**src/rtl/dualrail_pkg.sv**
```systemverilog
package dualrail_pkg;
  typedef enum logic {PH_EVALUATE = 1'b0, PH_PRECHARGE = 1'b1} stage_phase_t;

  function automatic logic pair_valid(input logic [1:0] p);
    return p[1] ^ p[0];
  endfunction

  function automatic logic pair_bad(input logic [1:0] p);
    return p[1] & p[0];
  endfunction
endpackage

```
**src/rtl/dualrail_done.sv**
```systemverilog
module dualrail_done #(
  parameter int W           = 4,
  parameter bit FULL_DETECT = 1'b1,
  parameter int OBS_BIT     = 0
) (
  input  logic [2*W-1:0] rails,
  output logic           done
);
  import dualrail_pkg::*;

  generate
    if (FULL_DETECT) begin : g_full
      logic [W-1:0] bit_ok;
      for (genvar b = 0; b < W; b++) begin : g_bit
        assign bit_ok[b] = pair_valid(rails[2*b +: 2]);
      end
      assign done = &bit_ok;
    end else begin : g_single
      assign done = pair_valid(rails[2*OBS_BIT +: 2]);
    end
  endgenerate
endmodule

```
**src/rtl/dualrail_stage.sv**
```systemverilog
module dualrail_stage #(
  parameter int W           = 4,
  parameter bit FULL_DETECT = 1'b1,
  parameter int OBS_BIT     = 0
) (
  input  logic           clk,
  input  logic           rst,
  input  logic [2*W-1:0] up_rails,
  input  logic           succ_done,
  output logic [2*W-1:0] node_rails,
  output logic           done
);
  import dualrail_pkg::*;

  localparam int RW = 2 * W;

  logic [RW-1:0] node;
  logic [W-1:0]  node_valid;
  logic          up_complete;
  logic          node_busy;
  logic          node_bad;
  logic          node_mixed;
  stage_phase_t  phase;

  always_comb begin
    up_complete = 1'b1;
    node_bad    = 1'b0;
    for (int b = 0; b < W; b++) begin
      up_complete   = up_complete & pair_valid(up_rails[2*b +: 2]);
      node_valid[b] = pair_valid(node[2*b +: 2]);
      node_bad      = node_bad | pair_bad(node[2*b +: 2]);
    end
    node_busy  = |node;
    node_mixed = (|node_valid) && !(&node_valid);
    phase      = succ_done ? PH_PRECHARGE : PH_EVALUATE;
  end

  // The node is the emulated dynamic output: it evaluates once from a
  // complete input and keeps that value until its successor reports done.
  always_ff @(posedge clk) begin
    if (rst) begin
      node <= '0;
    end else if (phase == PH_PRECHARGE) begin
      node <= '0;
    end else if (!node_busy && up_complete) begin
      node <= up_rails;
    end
  end

  assign node_rails = node;

  dualrail_done #(.W(W), .FULL_DETECT(FULL_DETECT), .OBS_BIT(OBS_BIT)) u_done (
    .rails (node),
    .done  (done)
  );

  a_r2_no_illegal_pair: assert property (@(posedge clk) disable iff (rst)
    !node_bad);

  a_r3_no_lasting_mix: assert property (@(posedge clk) disable iff (rst)
    node_mixed |=> !node_mixed);

  a_r7_value_held: assert property (@(posedge clk) disable iff (rst)
    ((|$past(node)) && (|node)) |-> (node == $past(node)));

  a_r9_eval_gated: assert property (@(posedge clk) disable iff (rst)
    (!(|$past(node)) && (|node)) |-> !$past(succ_done));

  a_r9_prech_gated: assert property (@(posedge clk) disable iff (rst)
    ((|$past(node)) && !(|node)) |-> $past(succ_done));
endmodule

```
**src/rtl/dualrail_fifo.sv**
```systemverilog
module dualrail_fifo #(
  parameter int W           = 4,
  parameter int DEPTH       = 10,
  parameter bit FULL_DETECT = 1'b1,
  parameter int OBS_BIT     = 0
) (
  input  logic           clk,
  input  logic           rst,
  input  logic [2*W-1:0] in_rails,
  output logic           in_ack,
  output logic [2*W-1:0] out_rails,
  input  logic           out_ack
);
  localparam int RW = 2 * W;

  logic [RW-1:0] chain [DEPTH+1];
  logic [DEPTH:0] stage_done;

  assign chain[0]          = in_rails;
  assign stage_done[DEPTH] = out_ack;

  generate
    for (genvar s = 0; s < DEPTH; s++) begin : g_stage
      dualrail_stage #(.W(W), .FULL_DETECT(FULL_DETECT), .OBS_BIT(OBS_BIT)) u_stage (
        .clk        (clk),
        .rst        (rst),
        .up_rails   (chain[s]),
        .succ_done  (stage_done[s+1]),
        .node_rails (chain[s+1]),
        .done       (stage_done[s])
      );
    end
  endgenerate

  assign in_ack    = stage_done[0];
  assign out_rails = chain[DEPTH];

  a_r6_output_waits: assert property (@(posedge clk) disable iff (rst)
    ((|out_rails) && !out_ack) |=> (out_rails == $past(out_rails)));

  a_r6_output_clears: assert property (@(posedge clk) disable iff (rst)
    ((|out_rails) && out_ack) |=> (out_rails == '0));
endmodule

```
**config.mk**
```make
export PLATFORM = sky130hd
export DESIGN_NAME = dualrail_fifo
export DESIGN_NICKNAME = d
export VERILOG_FILES = /design/src/rtl/dualrail_pkg.sv /design/src/rtl/dualrail_done.sv /design/src/rtl/dualrail_stage.sv /design/src/rtl/dualrail_fifo.sv
export SDC_FILE = /design/constraint.sdc
export NUM_CORES = 1
export LEC_CHECK = 0
export CAP_MARGIN = 20
export CORE_MARGIN = 4
export CORE_UTILIZATION = 60
export CTS_CLUSTER_DIAMETER = 120
export DETAILED_ROUTE_END_ITERATION = 8
export HOLD_SLACK_MARGIN = 0.1
export MAX_ROUTING_LAYER = met4
export PLACE_DENSITY_LB_ADDON = 0.2
export SYNTH_ARGS = -nofsm -noshare
export SYNTH_HDL_FRONTEND = slang
export SYNTH_HIERARCHICAL = 1
export SYNTH_SLANG_ARGS = --single-unit
```
**constraint.sdc**
```tcl
create_clock -name clk -period 4.2 [get_ports clk]
set_input_delay 0.84 -clock clk [delete_from_list [all_inputs] [get_ports clk]]
set_output_delay 0.84 -clock clk [all_outputs]
set_load 0.01 [all_outputs]
```
==> impl_metrics.yaml <==
status:
  outcome: "finished, final reports clean"
power:
  p_clk_frac: 0.454
  vdd.ir_drop.worst_mv: 0.186
  p_int_w: 0.00118
  seq_power_share: 0.506
  pwr_density_cell_mw_per_mm2: 307
  leakagePower_nw: 1.38
  power_frac_comb: 0.040
  swShare: 0.217
  switchingPower_w: 0.000327
synth:
  ys_seq_elements: 80
  synth_cell_type_count: 16
  avgSynthCellArea_um2: 9.92
  syn_area_mm2: 0.00437
  yosys_warnings: 6
  ys_async_sr_fraction: 0
  synth_ff_type: "dfxtp_1"
  synth.yosys.seq_area_share: 0.367
  synthCells: 440
  synth_nets: 451
  synth-edff-count: 0
floorplan:
  io_pins: 20
  core-area_mm2: 0.00694
  start_util: 0.629
  die_x_um: 93.3
  core.rowCount: 30
  die-height_um: 93.3
  dieArea_mm2: 0.00871
placement:
  postPlaceCellArea_mm2: 0.00468
  place_congestion: 0.832
  portBuffers: 19
  dp.final_hpwl_um: 6870
worst_setup_path:
  path_delay_family: "buffers and inverters"
  worstRegToRegCells: 4
  crit_type: "reg -> out"
  r2r-end: "g_stage[8].u_stage/node_rails[5]$_SDFFE_PP0P_"
  slowest_delay_ps: 600
  critical_path.max_fanout: 6
  cp-start-kind: "flop"
  cp.buffers_inverters: 1
  required_ps: 3360
  crit_path_end_kind: "output pin"
  slowest_stage: "clkdlybuf4s50_1"
  cp.arrival_ps: 1860
  crit_chain: "xnor2_1, nor4_1, clkdlybuf4s50_1"
  reg2reg_from: "g_stage[8].u_stage/node_rails[0]$_SDFFE_PP0P_"
  reg2reg_setup_slack_ps: 1990
global_route:
  busiest_layer: "met2"
  met3_usage: 0.0394
  grt_pass1_vias: 3503
  grt_util_met2: 0.390
  overflow: 0
  grt_pass1_wl_um: 16600
  antenna_found_initial: 0
  grt_max_degree: 25
  grtUsageMet1: 0.302
  track_usage: 0.242
finish:
  diodes: 0
  fill_cells: 538
  largest_reg_flops: 80
  area_growth_pct: 12.9
  post-route-util: 0.710
  layout_common_cells: "xnor2_1 (80), dfxtp_1 (80), o21a_1 (50), nor4b_1 (40)"
  final_nets: 482
  drive_above_1_share: 0.0987
  fin_area_mm2: 0.00493
route:
  dr.pass1.iters: 4
  dr.first_iter.drc_count: 144
  drc: 0
  num_vias: 3556
  postRouteAntennaNets: 0
  wire_per_inst_um: 16.4
  route.detailed.vias_per_inst: 6.22
  drt_wl_total_um: 9400
worst_hold_path:
  hold_path_class: "reg -> reg"
  hp-start: "g_stage[9].u_stage/node_rails[6]$_SDFFE_PP0P_"
  worstHoldPathCells: 1
  min_to: "g_stage[9].u_stage/node_rails[6]$_SDFFE_PP0P_"
timing:
  rsz0062_at_grt: "false"
  setup_tns_ps: 0
  finalSetupViolCount: 0
  skew_ps: 11.3
  min_period_ps: 2700
  max-slew-margin-rel: 0.337
  hold_viol_final: 0
  min_period_over_period: 0.643
  tightest_slew_ps: 991
  drv_slew: 0
  holdWs_ps: 581
  fmaxAchievable_ghz: 0.371
flow_run:
  maxCapViolations: 0
cts:
  cts_tree: "done"
  cts_resized: 0
  cts_inserted_buffers: 9
  clk_path_buf_depth: 2
  clockRootBuffer: "clkbuf_8"
  post-cts-setup-buffers: 0
  numClockSinks: 80
  clk_pin_slew_ps: 80
  cts_max_level: 3
  ctsHoldBuffers: 0
  clk_latency_ps: 360
[synth_stat cells, drive strengths merged, types with 20 or more instances]
cell type / instances / area share
nor4b: 40 / 0.080
nor2: 30 / 0.026
a41oi: 20 / 0.040
xnor2: 80 / 0.16
nor4: 30 / 0.057
o21a: 50 / 0.086
dfxtp: 80 / 0.37
nor2b: 20 / 0.029
nor3: 30 / 0.034
[power by group through the flow]
stage / Clock [W] / Combinational (W) / Sequential [W]
2_1_floorplan: 0 / 0.0000355 / 0.000782
3_3_place_gp: 0 / 0.0000589 / 0.000783
3_5_place_dp: 0 / 0.0000601 / 0.000783
4_1_cts: 0.000696 / 0.0000605 / 0.000765
5_1_grt: 0.000732 / 0.0000667 / 0.000766
6_report: 0.000686 / 0.0000605 / 0.000765
[logic make-up after synthesis]
family                 Yosys count  synth area share
flip-flops                      80             0.367
AND/OR/NAND/NOR                180             0.307
buffers and inverters           10           0.00860
AO/OA/AOI/OAI                   90             0.158
XOR/XNOR                        80             0.160
[metal layers]
metal / vias to the layer above / part of all wire / routed length (um)
met1: 1706 / 0.47 / 4380
met4: 0 / 0.025 / 231
li1: 1761 / - / -
met2: 64 / 0.48 / 4480
met3: 25 / 0.033 / 308
met5: - / 0 / 0
[per-stage QoR]
step                      setup slack, ps  power (W)  instances
after CTS                            1480    0.00152        572
after detailed placement             1400   0.000843        556
after global placement               1480   0.000842        556
after floorplan                      2200   0.000817        440
final                                1500    0.00151        572
after global routing                 1320    0.00156        572
[cell type report]
class	instances	area (um^2)	area share
Multi-Input combinational cell	350	2730	0.553
Sequential cell	80	1600	0.325
Tap cell	96	120	0.0244
Inverter	10	37.5	0.00762
Clock inverter	7	120	0.0244
Timing Repair Buffer	20	198	0.0401
Clock buffer	9	124	0.0251
[worst register-to-register path: cells and delay by family, from the launching register on]
family / cells / cell delay [ps]
AND/OR/NAND/NOR: 3 / 1590
flip-flops: 1 / 390
AO/OA/AOI/OAI: 1 / 160
[worst max path at each step]
stage,start,end,slack [ps],cells past startpoint
after floorplan,in_rails[6],g_stage[0].u_stage/node_rails[7]$_SDFFE_PP0P_,2200,4
after global placement,rst,g_stage[7].u_stage/node_rails[4]$_SDFFE_PP0P_,1480,4
after detailed placement,rst,g_stage[5].u_stage/node_rails[5]$_SDFFE_PP0P_,1400,4
after CTS,g_stage[0].u_stage/node_rails[2]$_SDFFE_PP0P_,in_ack,1480,3
after global routing,g_stage[0].u_stage/node_rails[0]$_SDFFE_PP0P_,in_ack,1320,3
final,g_stage[0].u_stage/node_rails[0]$_SDFFE_PP0P_,in_ack,1500,3
No activity file was read; power rests on OpenSTA's default activity.
